===== config.mk =====
export PLATFORM = sky130hd
export DESIGN_NAME = adc_trk_seq
export DESIGN_NICKNAME = d
export VERILOG_FILES = /design/src/rtl/adc_trk_pkg.sv /design/src/rtl/adc_trk_dcnt.sv /design/src/rtl/adc_trk_ctrl.sv /design/src/rtl/adc_trk_seq.sv
export SDC_FILE = /design/constraint.sdc
export NUM_CORES = 1
export LEC_CHECK = 0
export BUFFER_PORTS_ARGS = -buffer_cell sky130_fd_sc_hd__buf_2
export CAP_MARGIN = 5
export CORE_MARGIN = 2
export CORE_UTILIZATION = 62
export DETAILED_ROUTE_END_ITERATION = 10
export MAX_ROUTING_LAYER = met4
export PLACE_DENSITY_LB_ADDON = 0.3
export SLEW_MARGIN = 10
export SYNTH_ARGS = -nofsm -noshare
export SYNTH_HDL_FRONTEND = slang
export SYNTH_SLANG_ARGS = --single-unit

===== constraint.sdc =====
create_clock -name clk -period 3.35 [get_ports clk]
set_input_delay 0.335 -clock clk [delete_from_list [all_inputs] [get_ports clk]]
set_output_delay 0.335 -clock clk [all_outputs]
set_load 0.01 [all_outputs]

===== src/rtl/adc_trk_pkg.sv =====
package adc_trk_pkg;

   typedef enum logic [2:0] {
      ST_IDLE,
      ST_PWRUP,
      ST_TRACK,
      ST_FIX,
      ST_CONV
   } seq_state_t;

   // tracking after the start: every code except pure pre-tracking
   function automatic logic mode_post(input logic [1:0] m);
      return m != 2'b10;
   endfunction

   // tracking before the start: pre and dual
   function automatic logic mode_pre(input logic [1:0] m);
      return m[1];
   endfunction

endpackage


===== src/rtl/adc_trk_dcnt.sv =====
module adc_trk_dcnt #(
   parameter int W = 4
) (
   input  logic         clk,
   input  logic         rst_n,
   input  logic         load,
   input  logic [W-1:0] ld_val,
   input  logic         dec,
   output logic         is_zero
);
   logic [W-1:0] cnt;

   always_ff @(posedge clk or negedge rst_n) begin
      if (!rst_n)
         cnt <= '0;
      else if (load)
         cnt <= ld_val;
      else if (dec && cnt != '0)
         cnt <= cnt - 1'b1;
   end

   assign is_zero = (cnt == '0);
endmodule


===== src/rtl/adc_trk_ctrl.sv =====
module adc_trk_ctrl
   import adc_trk_pkg::*;
#(
   parameter int TICKS_PER_UNIT = 10,
   parameter int SAR_BITS       = 12,
   parameter int FIX_CYC        = 2,
   parameter int WS             = 8,
   parameter int WR             = 5
) (
   input  logic          clk,
   input  logic          rst_n,
   input  logic          sar_ce,
   input  logic          conv_start,
   input  logic          enable,
   input  logic          burst,
   input  logic [1:0]    trk_mode,
   input  logic [1:0]    post_len,
   input  logic [3:0]    pwr_cnt,
   input  logic          sys_zero,
   input  logic          sar_zero,
   output logic          sys_ld,
   output logic [WS-1:0] sys_val,
   output logic          sar_ld,
   output logic [WR-1:0] sar_val,
   output logic          pwr_en,
   output logic          trk_en,
   output logic          bit_strobe,
   output logic          done
);
   localparam logic [WR-1:0] BITS_M1 = WR'(SAR_BITS - 1);
   localparam logic [WS-1:0] FIX_M1  = WS'(FIX_CYC - 1);

   seq_state_t    state, nxt;
   logic          need_pwr, post, pre, fin;
   logic [WS-1:0] pwr_val;
   logic [WR-1:0] trk_val;

   assign need_pwr = burst & ~enable;
   assign post     = mode_post(trk_mode);
   assign pre      = mode_pre(trk_mode);
   assign pwr_val  = WS'((32'(pwr_cnt) + 32'd1) * 32'(TICKS_PER_UNIT) - 32'd1);
   assign trk_val  = WR'((32'd2 << post_len) - 32'd1);

   always_comb begin
      nxt     = state;
      sys_ld  = 1'b0;
      sys_val = '0;
      sar_ld  = 1'b0;
      sar_val = '0;
      fin     = 1'b0;
      case (state)
         ST_IDLE: begin
            if (conv_start) begin
               if (need_pwr) begin
                  nxt     = ST_PWRUP;
                  sys_ld  = 1'b1;
                  sys_val = pwr_val;
               end else if (post) begin
                  nxt     = ST_TRACK;
                  sar_ld  = 1'b1;
                  sar_val = trk_val;
               end else begin
                  nxt     = ST_CONV;
                  sar_ld  = 1'b1;
                  sar_val = BITS_M1;
               end
            end
         end
         ST_PWRUP: begin
            if (sys_zero) begin
               sar_ld = 1'b1;
               if (post) begin
                  nxt     = ST_TRACK;
                  sar_val = trk_val;
               end else begin
                  nxt     = ST_CONV;
                  sar_val = BITS_M1;
               end
            end
         end
         ST_TRACK: begin
            if (sar_ce && sar_zero) begin
               nxt     = ST_FIX;
               sys_ld  = 1'b1;
               sys_val = FIX_M1;
            end
         end
         ST_FIX: begin
            if (sys_zero) begin
               nxt     = ST_CONV;
               sar_ld  = 1'b1;
               sar_val = BITS_M1;
            end
         end
         ST_CONV: begin
            if (sar_ce && sar_zero) begin
               nxt = ST_IDLE;
               fin = 1'b1;
            end
         end
         default: nxt = ST_IDLE;
      endcase
   end

   always_ff @(posedge clk or negedge rst_n) begin
      if (!rst_n) begin
         state <= ST_IDLE;
         done  <= 1'b0;
      end else begin
         state <= nxt;
         done  <= fin;
      end
   end

   assign pwr_en     = burst ? (enable | (state != ST_IDLE)) : enable;
   assign trk_en     = (state == ST_TRACK) || (state == ST_FIX) ||
                       (pre && pwr_en && (state == ST_IDLE || state == ST_PWRUP));
   assign bit_strobe = (state == ST_CONV) && sar_ce;
endmodule


===== src/rtl/adc_trk_seq.sv =====
module adc_trk_seq #(
   parameter int TICKS_PER_UNIT = 10,
   parameter int SAR_BITS       = 12,
   parameter int FIX_CYC        = 2
) (
   input  logic       clk,
   input  logic       rst_n,
   input  logic       sar_ce,
   input  logic       conv_start,
   input  logic       enable,
   input  logic       burst,
   input  logic [1:0] trk_mode,
   input  logic [1:0] post_len,
   input  logic [3:0] pwr_cnt,
   output logic       pwr_en,
   output logic       trk_en,
   output logic       bit_strobe,
   output logic       done
);
   localparam int SYS_MAX = (16 * TICKS_PER_UNIT > FIX_CYC) ? 16 * TICKS_PER_UNIT : FIX_CYC;
   localparam int SAR_MAX = (SAR_BITS > 16) ? SAR_BITS : 16;
   localparam int WS      = $clog2(SYS_MAX + 1);
   localparam int WR      = $clog2(SAR_MAX + 1);

   generate
      if (TICKS_PER_UNIT < 1) begin : g_bad_ticks
         $error("TICKS_PER_UNIT must be at least 1");
      end
      if (SAR_BITS < 1) begin : g_bad_bits
         $error("SAR_BITS must be at least 1");
      end
      if (FIX_CYC < 1) begin : g_bad_fix
         $error("FIX_CYC must be at least 1");
      end
   endgenerate

   logic          sys_ld, sar_ld, sys_zero, sar_zero;
   logic [WS-1:0] sys_val;
   logic [WR-1:0] sar_val;

   adc_trk_dcnt #(.W(WS)) i_sys_cnt (
      .clk(clk), .rst_n(rst_n), .load(sys_ld), .ld_val(sys_val),
      .dec(1'b1), .is_zero(sys_zero)
   );

   adc_trk_dcnt #(.W(WR)) i_sar_cnt (
      .clk(clk), .rst_n(rst_n), .load(sar_ld), .ld_val(sar_val),
      .dec(sar_ce), .is_zero(sar_zero)
   );

   adc_trk_ctrl #(
      .TICKS_PER_UNIT(TICKS_PER_UNIT), .SAR_BITS(SAR_BITS),
      .FIX_CYC(FIX_CYC), .WS(WS), .WR(WR)
   ) i_ctrl (
      .clk(clk), .rst_n(rst_n), .sar_ce(sar_ce), .conv_start(conv_start),
      .enable(enable), .burst(burst), .trk_mode(trk_mode),
      .post_len(post_len), .pwr_cnt(pwr_cnt),
      .sys_zero(sys_zero), .sar_zero(sar_zero),
      .sys_ld(sys_ld), .sys_val(sys_val), .sar_ld(sar_ld), .sar_val(sar_val),
      .pwr_en(pwr_en), .trk_en(trk_en), .bit_strobe(bit_strobe), .done(done)
   );
endmodule


==> results of run 1 <==
## how the worst max path moves through the flow
stage                     cells past startpoint          endpoint  slack, ns
after floorplan                               7  i_sys_cnt.cnt[6]       1.09
after global placement                        8  i_sys_cnt.cnt[6]       0.90
after detailed placement                      8  i_sys_cnt.cnt[6]       0.75
after CTS                                     8  i_sys_cnt.cnt[6]       1.08
after global routing                          9  i_sys_cnt.cnt[6]       0.95
final                                         8  i_sys_cnt.cnt[6]       1.08
## cell families after synthesis
group / synth area share
buf+inv: 0.0411
simple gates: 0.320
mux: 0.0210
xor+xnor: 0.0830
compound gates: 0.154
fa+ha+maj: 0.0839
flops: 0.297
## through the flow
stage | cell area [sq um] | utilization | total power [W] | hold WS [ns]
floorplan | 1430 | - | 0.000848 | 0.0394
global placement | 1530 | 0.697 | 0.000933 | 0.279
detailed placement | 1530 | 0.697 | 0.000963 | 0.281
CTS | 1560 | 0.713 | 0.00108 | 0.313
global route | 1560 | 0.713 | 0.00117 | 0.334
finish | 1560 | 0.713 | 0.00108 | 0.317
## routing by layer
| layer | vias to the layer above | track usage | part of all wire |
|---|---|---|---|
| met1 | 555 | 0.343 | 0.49 |
| li1 | 596 | - | - |
| met2 | 30 | 0.418 | 0.46 |
| met5 | - | - | 0 |
| met4 | 0 | 0.105 | 0.016 |
| met3 | 6 | 0.0259 | 0.031 |
## sequential cells by signal, indices dropped and copies added, names as in the netlist
name,flops
i_sys_cnt.cnt,8
i_sar_cnt.cnt,5
i_ctrl.state,3
i_ctrl.done,1
## area by class of cell
class	count	share of cell area
sequential	17	0.272
inverter	9	0.0216
multi-input combinational	123	0.606
tap	28	0.0224
clock buffer	4	0.0168
timing repair buffer	18	0.0608
## worst min-delay path, cell delays in order
cell and delay (ns):
sky130_fd_sc_hd__buf_2 0.13, sky130_fd_sc_hd__nand3_1 0.06, sky130_fd_sc_hd__o21ai_1 0.05
## cell usage after synthesis, types with 4 or more instances
| cell type | n | area, sq um |
|---|---|---|
| sky130_fd_sc_hd__nor2b_1 | 5 | 31.3 |
| sky130_fd_sc_hd__and2_1 | 4 | 25.0 |
| sky130_fd_sc_hd__nand2_1 | 10 | 37.5 |
| sky130_fd_sc_hd__inv_1 | 9 | 33.8 |
| sky130_fd_sc_hd__ha_1 | 8 | 100 |
| sky130_fd_sc_hd__nor2_1 | 6 | 22.5 |
| sky130_fd_sc_hd__nand3_1 | 11 | 55.1 |
| sky130_fd_sc_hd__xnor2_1 | 6 | 52.6 |
| sky130_fd_sc_hd__nor3b_1 | 5 | 37.5 |
| sky130_fd_sc_hd__xor2_1 | 5 | 43.8 |
| sky130_fd_sc_hd__nand2b_1 | 7 | 43.8 |
| sky130_fd_sc_hd__dfrtp_1 | 17 | 425 |
| sky130_fd_sc_hd__and3_1 | 4 | 25.0 |
## where the power goes
part | switching, W | leakage, nW | total [W] | internal, W
Sequential | 0.000124 | 0.210 | 0.000419 | 0.000295
Clock | 0.0000689 | 0.0150 | 0.000115 | 0.0000464
Combinational | 0.000260 | 0.469 | 0.000544 | 0.000284
Total | 0.000453 | 0.695 | 0.00108 | 0.000625
## cell usage in the layout, fill, tap and decap left out, types with 3 or more instances in the layout
cell / netlist / final
sky130_fd_sc_hd__and2_1: 4 / 4
sky130_fd_sc_hd__and3_1: 4 / 4
sky130_fd_sc_hd__buf_2: 2 / 17
sky130_fd_sc_hd__clkbuf_4: 0 / 3
sky130_fd_sc_hd__dfrtp_1: 17 / 17
sky130_fd_sc_hd__ha_1: 8 / 8
sky130_fd_sc_hd__inv_1: 9 / 9
sky130_fd_sc_hd__mux2i_1: 3 / 3
sky130_fd_sc_hd__nand2_1: 10 / 10
sky130_fd_sc_hd__nand2b_1: 7 / 7
sky130_fd_sc_hd__nand3_1: 11 / 11
sky130_fd_sc_hd__nor2_1: 6 / 6
sky130_fd_sc_hd__nor2b_1: 5 / 5
sky130_fd_sc_hd__nor3_1: 3 / 3
sky130_fd_sc_hd__nor3b_1: 5 / 5
sky130_fd_sc_hd__o211ai_1: 3 / 3
sky130_fd_sc_hd__o21ai_1: 3 / 3
sky130_fd_sc_hd__xnor2_1: 6 / 6
sky130_fd_sc_hd__xor2_1: 5 / 5
==> out/results.md, run 1 <==
| Stage | Quantity | Reported |
|---|---|---|
| status | Run status | completed |
| clock network | Number of gates resized after CTS | 0 |
| timing | Period minus WS final | 2.27 ns |
| clock network | Clock transition at path regs | 0.10 ns |
| routing | Total Routed Length | 2930 microns |
| yosys | Top flip-flop cell by instance count after synthesis | sky130_fd_sc_hd__dfrtp_1 |
| clock network | CTS H-tree lvls | 1 |
| critical path | Data required time at the worst endpoint | 3.54 ns |
| layout | Layout Cells excl Fill | 199 |
| layout | Area used by sequential logic in the layout | 425 sq um |
| global routing | Pin count of the biggest net entering global routing | 18 |
| yosys | Post-Syn Area per Cell | 9.36 sq um |
| die | Top Ports | 18 |
| place | Number of input and output port buffers inserted | 17 |
| critical path | Number of buffer and inverter stages on the critical path | 1 |
| critical path | Max FO, Critical Path | 6 |
| routing | Per-cell via count in the routed design | 5.96 |
| critical path | Worst r2r src | i_sar_cnt.cnt[0] |
| timing | Maximum clock frequency | 440 MHz |
| die | Placeable core area | 2190 sq um |
| global routing | GRT overflow | 0 |
| layout | Multi-input gate area in the final layout | 947 sq um |
| critical path | Cell repeated most along the worst path | sky130_fd_sc_hd__ha_1 |
| timing | Final max-slew violation count | 0 |
| critical path | Depth of the worst register-to-register path | 6 |
| run | Number of max-capacitance violations reported | 0 |
| clock network | CTS tree | done |
| timing | Crit path setup slack, layout | 1.08 ns |
| worst hold path | Worst min-delay path startpoint | pwr_cnt[2] |
| yosys | Asr flop ratio synth | 1.00 |
| global routing | Antenna violations before repair | 0 |
| clock network | Source-to-sink clock delay at the later pin of the worst-skew pair | 0.30 ns |
| critical path | Sort of element at the end of the critical path | flop |
| power | Highest ir drop seen on vdd | 0.000515 V |
| timing | Setup repair after global routing missed its margin | false |
| yosys | Area of the mapped netlist | 1430 sq um |
| die | Vertical extent of the die | 52.1 microns |
| critical path | Chain of cells forming the critical path | buf_2 -> ha_1 -> ha_1 -> ha_1 -> fa_1 -> nor3b_1 -> xnor3_1 -> o2bb2ai_1 |
| timing | Relative max-transition margin | 0.647 |
| routing | Number of optimization iterations in the first detailed-route pass | 4 |
| clock network | Maximum clock path buffer count | 2 |
| clock network | Hold bufs inserted after CTS | 1 |
| clock network | Number of buffers added for setup after CTS | 0 |
| place | Final HPWL from detailed placement | 2310 microns |
| timing | Final-report setup violation count | 0 |
| yosys | Total nets after synthesis | 176 |
| routing | DRC marker count from the first detailed-route iteration | 21 |
| routing | Post-detailed-route DRC marker count | 0 |
| clock network | Total clock buffers created by CTS | 3 |
| yosys | Synthesis-stage register bit count | 17 |
| clock network | Root Driver | sky130_fd_sc_hd__clkbuf_4 |
| critical path | Worst path max stage delay | 0.47 ns |
| yosys | Sequential share of the synthesized area | 0.297 |
| timing | Worst Max-Slew Pin Slew | 0.525 ns |
| yosys | Number of enable flip-flop cells after synthesis | 0 |
| global routing | First-pass GRT wire length | 5110 microns |
| place | Weighted congestion at the end of routability-driven global placement | 0.847 |
| critical path | Sort of element at the start of the critical path | input port |
| routing | Via count | 1,187 |
| worst hold path | Hold depth | 3 |
| yosys | Number of instances in the synthesized netlist | 153 |
| critical path | R2r setup slk | 1.30 ns |
| timing | Period utilisation layout | 0.678 |
| place | Dpl ws | 0.751 ns |
| die | Initial cell density of the core | 0.653 |
| critical path | Type of the worst setup path | in -> reg |
| layout | Number of antenna cells inserted | 0 |
| place | Placed cell count | 194 |
| layout | Total number of nets in the final design | 195 |
| global routing | Overall routing resource usage | 0.262 |
| critical path | Data arrival at the endpoint of the critical path | 2.46 ns |
| routing | WL/cell | 14.7 microns |
| yosys | Syn. warnings | 0 |
| timing | Number of failing hold endpoints at the final stage | 0 |
| worst hold path | Endpoint with the worst hold slack | i_sys_cnt.cnt[7] |
| die | Die Footprint | 2710 sq um |
| layout | Share of post-route cells with drive strength above 1 | 0.181 |
| critical path | Endpoint of the lowest-slack register-to-register path | i_sys_cnt.cnt[2] |
| power | Leakage dissipation | 0.695 nW |
| timing | Sum of negative setup slack | 0 ns |
| power | Areal power density over the cells | 690 nW/um^2 |
| layout | Fill cells | 170 |
| yosys | Number of library cell types mapped by synthesis | 53 |
| timing | Layout Skew | 0.00946 ns |
| worst hold path | Hold/Removal Path Class | in -> reg |
| global routing | Number of global-route vias before repair | 1,192 |
| critical path | Cell family with most CP delay | adder cells |
| die | Placement Rows | 17 |
| die | Width of the chip | 52.1 microns |
| critical path | First element of the critical path | pwr_cnt[0] |
| critical path | Highest-delay cell along the critical path | sky130_fd_sc_hd__fa_1 |
| clock network | Clk sinks | 17 |
| routing | DRT antenna net count | 0 |
| layout | Synthesis-to-finish area growth | 9.18% |
Note: power is estimated with default switching activity, not from simulation.
==> inputs of run 2 (changes only) <==
--- a/config.mk
+++ b/config.mk
@@ -8,7 +8,7 @@
 export BUFFER_PORTS_ARGS = -buffer_cell sky130_fd_sc_hd__buf_2
 export CAP_MARGIN = 5
 export CORE_MARGIN = 2
-export CORE_UTILIZATION = 62
+export CORE_UTILIZATION = 52
 export DETAILED_ROUTE_END_ITERATION = 10
 export MAX_ROUTING_LAYER = met4
 export PLACE_DENSITY_LB_ADDON = 0.3
==> constraint.sdc (replaced) <==
create_clock -name clk -period 1.95 [get_ports clk]
set_input_delay 0.195 -clock clk [delete_from_list [all_inputs] [get_ports clk]]
set_output_delay 0.195 -clock clk [all_outputs]
set_load 0.01 [all_outputs]
==> out/results.md, run 2 (synthesized netlist as in run 1, its figures left out) <==
| Stage | Quantity | Reported | vs previous |
|---|---|---|---|
| critical path | Worst path max stage delay | 0.48 ns | about the same |
| layout | Share of post-route cells with drive strength above 1 | 0.305 | +0.124 |
| layout | Most common cell after layout, fill and taps aside | sky130_fd_sc_hd__buf_4 |  |
| power | Leakage dissipation | 0.783 nW | +13% |
| power | Seq pwr share | 0.358 | -0.031 |
| global routing | First-pass GRT wire length | 5890 microns | +15% |
| power | Combinational power share | 0.541 | +0.037 |
| clock network | Clock transition at path regs | 0.11 ns | about the same |
| global routing | GRT overflow | 0 | unchanged |
| power | Highest ir drop seen on vdd | 0.000801 V | +56% |
| global routing | Overall routing resource usage | 0.240 | -0.0217 |
| timing | Period minus WS final | 1.89 ns |  |
| power | Int Pwr | 0.00116 W | +86% |
| critical path | Data arrival at the endpoint of the critical path | 2.09 ns | -0.37 ns |
| timing | Final max-slew violation count | 0 | unchanged |
| critical path | Highest-delay cell along the critical path | sky130_fd_sc_hd__fa_2 |  |
| clock network | Source-to-sink clock delay at the later pin of the worst-skew pair | 0.30 ns | about the same |
| die | Vertical extent of the die | 56.5 microns | +8.5% |
| timing | Final-report setup violation count | 0 | unchanged |
| power | Switching share of total power | 0.417 | -0.00269 |
| power | Areal power density over the cells | 1120 nW/um^2 | +62% |
| routing | Number of optimization iterations in the first detailed-route pass | 4 | unchanged |
| clock network | Maximum clock path buffer count | 2 | unchanged |
| global routing | Pin count of the biggest net entering global routing | 18 | unchanged |
| critical path | Max FO, Critical Path | 3 | -3 |
| place | Final HPWL from detailed placement | 2620 microns | +13% |
| timing | Period utilisation layout | 0.969 |  |
| critical path | Sort of element at the start of the critical path | input port |  |
| clock network | CTS H-tree lvls | 1 | unchanged |
| critical path | First element of the critical path | pwr_cnt[1] |  |
| place | Placed cell count | 212 | +9.3% |
| layout | Synthesis-to-finish area growth | 24.7% |  |
| routing | Total Routed Length | 3510 microns | +19% |
| critical path | Chain of cells forming the critical path | buf_4 -> ha_4 -> xor2_2 -> ha_2 -> ha_4 -> fa_2 -> nor3b_2 -> xnor3_1 -> o2bb2ai_1 |  |
| global routing | Number of global-route vias before repair | 1,352 | +13% |
| die | Width of the chip | 56.5 microns | +8.5% |
| layout | Layout Cells excl Fill | 218 | +9.5% |
| layout | Number of antenna cells inserted | 0 | unchanged |
| routing | Per-cell via count in the routed design | 6.05 | +1.4% |
| die | Die Footprint | 3190 sq um | +18% |
| clock network | CTS tree | done |  |
| clock network | Total clock buffers created by CTS | 3 | unchanged |
| timing | Setup repair after global routing missed its margin | false |  |
| layout | Biggest register | i_sys_cnt.cnt |  |
| place | Number of input and output port buffers inserted | 17 | unchanged |
| critical path | Cell repeated most along the worst path | sky130_fd_sc_hd__ha_4 |  |
| critical path | Data required time at the worst endpoint | 2.15 ns | -1.39 ns |
| worst hold path | Worst min-delay path startpoint | post_len[0] |  |
| place | Weighted congestion at the end of routability-driven global placement | 0.929 | +9.7% |
| critical path | Type of the worst setup path | in -> reg |  |
| timing | Maximum clock frequency | 529 MHz |  |
| routing | Via count | 1,318 | +11% |
| power | Power Total | 0.00199 W | +85% |
| timing | Worst Max-Slew Pin Slew | 0.573 ns | +0.0475 ns |
| routing | DRT antenna net count | 0 | unchanged |
| routing | Post-detailed-route DRC marker count | 0 | unchanged |
| die | Initial cell density of the core | 0.533 | -0.121 |
| power | Switching pwr | 0.000832 W | +84% |
| global routing | Antenna violations before repair | 0 | unchanged |
| die | Placement Rows | 19 | +2 |
| timing | Number of failing hold endpoints at the final stage | 0 | unchanged |
| clock network | Root Driver | sky130_fd_sc_hd__clkbuf_4 |  |
| timing | Layout Skew | 0.00952 ns | +0.0000657 ns |
| power | Clock group share of total power | 0.101 | -0.006 |
| die | Top Ports | 18 | unchanged |
| layout | Most frequent cells in the layout | sky130_fd_sc_hd__buf_4, sky130_fd_sc_hd__dfrtp_1, sky130_fd_sc_hd__buf_2 |  |
| routing | DRC marker count from the first detailed-route iteration | 38 | +81% |
| routing | WL/cell | 16.1 microns | +9.0% |
| run | Number of max-capacitance violations reported | 0 | unchanged |
| layout | Largest regs | i_sys_cnt.cnt: 8 flops, i_sar_cnt.cnt: 5 flops, i_ctrl.state: 3 flops |  |
| critical path | Sort of element at the end of the critical path | flop |  |
| layout | Design area | 1790 sq um | +14% |
| critical path | Worst r2r src | i_sar_cnt.cnt[1] |  |
| clock network | Clk sinks | 17 | unchanged |
| place | Instance area after placement | 1650 sq um | +8.0% |
| worst hold path | Hold/Removal Path Class | in -> reg |  |
| timing | Hold slack | 0.293 ns | -0.0242 ns |
| die | Placeable core area | 2690 sq um | +23% |
| layout | Largest register FFs | 8 | unchanged |
| timing | Relative max-transition margin | 0.615 | -0.0319 |
| layout | Total number of nets in the final design | 211 | +8.2% |
| status | Run status | completed |  |
| layout | Fill cells | 223 | +31% |
[run 2: cell count changes in the layout (fill, tap and decap cells not counted), sizes merged]
| cell | previous run | this run |
|---|---|---|
| buf | 17 | 33 |
[run 2: what timing repair did]
item / 4_1_cts / 5_1_grt
cloned: 0 / 0
resized for setup: 2 / 14
pin swaps: 1 / 9
hold buffers: 1 / 0
hold endpoints to repair: 17 / 0
buffers inserted: 1 / 0
setup endpoints to repair: 2 / 2
[run 2: power by group through the flow]
stage               clock, W  sequential [W]  combinational (W)
global route        0.000212        0.000734            0.00122
CTS                 0.000200        0.000709            0.00105
finish              0.000201        0.000714            0.00108
detailed placement         0        0.000715            0.00103
global placement           0        0.000710           0.000981
floorplan                  0        0.000635           0.000824
[run 2: layout make-up]
class | count | area (sq um) | share of cell area
Clock buffer | 4 | 26.3 | 0.0147
Inverter | 9 | 33.8 | 0.0189
Multi-Input combinational cell | 123 | 1040 | 0.583
Sequential cell | 17 | 425 | 0.238
Tap cell | 31 | 38.8 | 0.0217
Timing Repair Buffer | 34 | 220 | 0.123
[run 2: per-layer routing]
metal / GRT usage / routed length [microns]
met4: 0.105 / 120
met5: - / 0
met1: 0.263 / 1330
met2: 0.435 / 1930
met3: 0.0253 / 122
[run 2: path summary, 6_finish.rpt]
path / end / slack [ns] / cells past startpoint
setup / recovery: i_sys_cnt.cnt[6] / 0.06 / 9
hold / removal: i_sar_cnt.cnt[1] / 0.29 / 4
setup reg to reg: i_sys_cnt.cnt[2] / 0.13 / 7
hold reg to reg: i_sys_cnt.cnt[1] / 0.58 / 1
max in group asynchronous: i_sys_cnt.cnt[3] / 1.33 / 2
min in group asynchronous: i_sar_cnt.cnt[3] / 0.33 / 2
[run 2: stage by stage]
step / setup slack, ns / utilization / TNS [ns]
2_1_floorplan: -0.147 / - / -0.147
3_3_place_gp: -0.289 / 0.613 / -0.500
3_5_place_dp: -0.340 / 0.613 / -0.598
4_1_cts: 0.00974 / 0.633 / 0
5_1_grt: 0.0108 / 0.665 / 0
6_report: 0.0608 / 0.665 / 0
[run 2: critical path: cells and delay by family]
kind                     cells  cell delay [ns]
AO/OA/AOI/OAI                1             0.13
adder cells (fa/ha/maj)      4             1.02
XOR/XNOR                     2             0.42
AND/OR/NAND/NOR              1             0.20
buffers and inverters        1             0.13
==> inputs of run 3 (changes only) <==
==> constraint.sdc (replaced) <==
create_clock -name clk -period 1.95 [get_ports clk]
set_input_delay 0.0975 -clock clk [delete_from_list [all_inputs] [get_ports clk]]
set_output_delay 0.0975 -clock clk [all_outputs]
set_load 0.01 [all_outputs]
==> out/results.md, run 3 (synthesized netlist as in run 1, its figures left out) <==
| Stage | Quantity | Reported | vs previous |
|---|---|---|---|
| power | Switching share of total power | 0.416 | -0.00168 |
| timing | Setup repair after global routing missed its margin | false |  |
| global routing | Pin count of the biggest net entering global routing | 18 | unchanged |
| critical path | Type of the worst setup path | in -> reg |  |
| die | Die Footprint | 3190 sq um | unchanged |
| critical path | Worst path max stage delay | 0.49 ns | about the same |
| clock network | Root Driver | sky130_fd_sc_hd__clkbuf_4 |  |
| worst hold path | Hold/Removal Path Class | in -> reg |  |
| layout | Number of antenna cells inserted | 0 | unchanged |
| clock network | Maximum clock path buffer count | 2 | unchanged |
| layout | Fill cells | 230 | +3.1% |
| layout | Largest register FFs | 8 | unchanged |
| critical path | Highest-delay cell along the critical path | sky130_fd_sc_hd__fa_1 |  |
| critical path | Number of buffer and inverter stages on the critical path | 1 | unchanged |
| timing | Layout Skew | 0.00125 ns | -0.00827 ns |
| die | Top Ports | 18 | unchanged |
| layout | Design area | 1700 sq um | -5.0% |
| place | Final HPWL from detailed placement | 2550 microns | -2.7% |
| power | Combinational power share | 0.540 | about the same |
| layout | Biggest register | i_sys_cnt.cnt |  |
| critical path | Sort of element at the start of the critical path | input port |  |
| routing | Via count | 1,277 | -3.1% |
| timing | Period utilisation layout | 0.952 | -0.0171 |
| timing | Maximum clock frequency | 539 MHz | +1.8% |
| clock network | Clk sinks | 17 | unchanged |
| status | Run status | completed |  |
| power | Seq pwr share | 0.360 | +0.002 |
| layout | Most frequent cells in the layout | sky130_fd_sc_hd__dfrtp_1, sky130_fd_sc_hd__buf_2, sky130_fd_sc_hd__buf_4 |  |
| layout | Total number of nets in the final design | 209 | -0.95% |
| die | Initial cell density of the core | 0.533 | unchanged |
| critical path | Data required time at the worst endpoint | 2.14 ns | about the same |
| routing | Number of optimization iterations in the first detailed-route pass | 4 | unchanged |
| die | Vertical extent of the die | 56.5 microns | unchanged |
| critical path | Cell repeated most along the worst path | sky130_fd_sc_hd__ha_1 |  |
| critical path | Data arrival at the endpoint of the critical path | 2.04 ns | -0.05 ns |
| power | Highest ir drop seen on vdd | 0.000756 V | -5.6% |
| clock network | CTS H-tree lvls | 1 | unchanged |
| layout | Share of post-route cells with drive strength above 1 | 0.265 | -0.0399 |
| clock network | Source-to-sink clock delay at the later pin of the worst-skew pair | 0.29 ns | about the same |
| critical path | Sort of element at the end of the critical path | flop |  |
| clock network | Number of buffers added for setup after CTS | 0 | -1 |
| power | Leakage dissipation | 0.774 nW | -1.1% |
| global routing | First-pass GRT wire length | 5490 microns | -6.8% |
| global routing | GRT overflow | 0 | unchanged |
| routing | DRT antenna net count | 0 | unchanged |
| die | Width of the chip | 56.5 microns | unchanged |
| layout | Layout Cells excl Fill | 216 | -0.92% |
| die | Placement Rows | 19 | unchanged |
| routing | WL/cell | 14.7 microns | -8.6% |
| critical path | Chain of cells forming the critical path | buf_2 -> ha_1 -> ha_1 -> ha_1 -> fa_1 -> nor3b_2 -> xnor3_1 -> o2bb2ai_1 |  |
| power | Areal power density over the cells | 1140 nW/um^2 | +2.4% |
| routing | Per-cell via count in the routed design | 5.91 | -2.2% |
| timing | Final-report setup violation count | 0 | unchanged |
| clock network | CTS tree | done |  |
| timing | Relative max-transition margin | 0.613 | -0.00202 |
| die | Placeable core area | 2690 sq um | unchanged |
| power | Power Total | 0.00194 W | -2.7% |
| critical path | Max FO, Critical Path | 3 | unchanged |
| routing | Post-detailed-route DRC marker count | 0 | unchanged |
| place | Weighted congestion at the end of routability-driven global placement | 0.856 | -7.9% |
| global routing | Number of global-route vias before repair | 1,254 | -7.2% |
| timing | Final max-slew violation count | 0 | unchanged |
| layout | Largest regs | i_sys_cnt.cnt: 8 flops, i_sar_cnt.cnt: 5 flops, i_ctrl.state: 3 flops |  |
| run | Number of max-capacitance violations reported | 0 | unchanged |
| critical path | Cell family with most CP delay | adder cells |  |
| power | Switching pwr | 0.000806 W | -3.1% |
| timing | Period minus WS final | 1.86 ns | -0.0334 ns |
| place | Instance area after placement | 1640 sq um | -0.46% |
| place | Placed cell count | 211 | -0.47% |
| global routing | Antenna violations before repair | 0 | unchanged |
| global routing | Overall routing resource usage | 0.221 | -0.0191 |
| layout | Synthesis-to-finish area growth | 18.5% |  |
| timing | Number of failing hold endpoints at the final stage | 0 | unchanged |
| clock network | Clock transition at path regs | 0.10 ns | about the same |
| routing | Total Routed Length | 3170 microns | -9.5% |
| clock network | Total clock buffers created by CTS | 3 | unchanged |
| routing | DRC marker count from the first detailed-route iteration | 49 | +29% |
| place | Number of input and output port buffers inserted | 17 | unchanged |
| power | Int Pwr | 0.00113 W | -2.4% |
| timing | Worst Max-Slew Pin Slew | 0.576 ns | +0.00301 ns |
| power | Clock group share of total power | 0.100 | about the same |
run 3: changes by cell type in the layout (fill, tap and decap cells not counted), sizes merged:
cell  before  now
buf       33   31
run 3: worst paths after layout:
check                              endpoint  cells past startpoint        startpoint  slack, ns
max                        i_sys_cnt.cnt[6]                      8        pwr_cnt[0]       0.09
min                        i_sys_cnt.cnt[7]                      4        pwr_cnt[2]       0.17
max reg2reg                i_sys_cnt.cnt[2]                      6  i_sar_cnt.cnt[0]       0.15
min reg2reg                i_sar_cnt.cnt[1]                      1  i_sar_cnt.cnt[1]       0.53
max in group asynchronous  i_sys_cnt.cnt[6]                      2             rst_n       1.41
min in group asynchronous   i_ctrl.state[2]                      2             rst_n       0.25
run 3: per-layer routing:
| metal | GRT usage | up-vias | wire length, microns |
|---|---|---|---|
| li1 | - | 628 | - |
| met1 | 0.238 | 615 | 1360 |
| met2 | 0.407 | 30 | 1680 |
| met3 | 0.0300 | 4 | 93 |
| met4 | 0.0816 | 0 | 43 |
| met5 | - | - | 0 |
run 3: per-stage QoR:
stage | TNS (ns) | hold WS, ns | utilization | setup WS (ns)
3_5_place_dp | -0.336 | 0.0482 | 0.611 | -0.244
4_1_cts | 0 | 0.170 | 0.624 | 0.0836
3_3_place_gp | -0.227 | 0.0447 | 0.611 | -0.187
6_report | 0 | 0.171 | 0.632 | 0.0942
5_1_grt | 0 | 0.186 | 0.632 | 0.0241
2_1_floorplan | -0.0495 | -0.198 | - | -0.0495
run 3: cell type report:
cell class / instances / area (sq um) / area share
inverter: 9 / 33.8 / 0.0199
timing repair buffer: 32 / 200 / 0.118
sequential: 17 / 425 / 0.251
clock buffer: 4 / 26.3 / 0.0155
multi-input combinational: 123 / 972 / 0.573
tap: 31 / 38.8 / 0.0229
run 3: worst register-to-register path: stages (launching register included):
cell and delay [ns]:
sky130_fd_sc_hd__dfrtp_1 0.40, sky130_fd_sc_hd__inv_1 0.11, sky130_fd_sc_hd__ha_1 0.15, sky130_fd_sc_hd__nor4b_2 0.31, sky130_fd_sc_hd__nand4_1 0.27, sky130_fd_sc_hd__and2_1 0.26, sky130_fd_sc_hd__a22o_1 0.21
run 3: power by group through the flow:
stage	combinational, W	sequential (W)	clock (W)
after global routing	0.00116	0.000719	0.000219
final	0.00105	0.000699	0.000194
after global placement	0.00100	0.000689	0
after floorplan	0.000824	0.000635	0
after CTS	0.00105	0.000693	0.000203
after detailed placement	0.00104	0.000699	0
run 3: repair_timing:
action                     4_1_cts  5_1_grt
hold endpoints to repair        17        0
setup endpoints to repair        0        2
gates resized for setup          0        3
hold buffers                     1        0
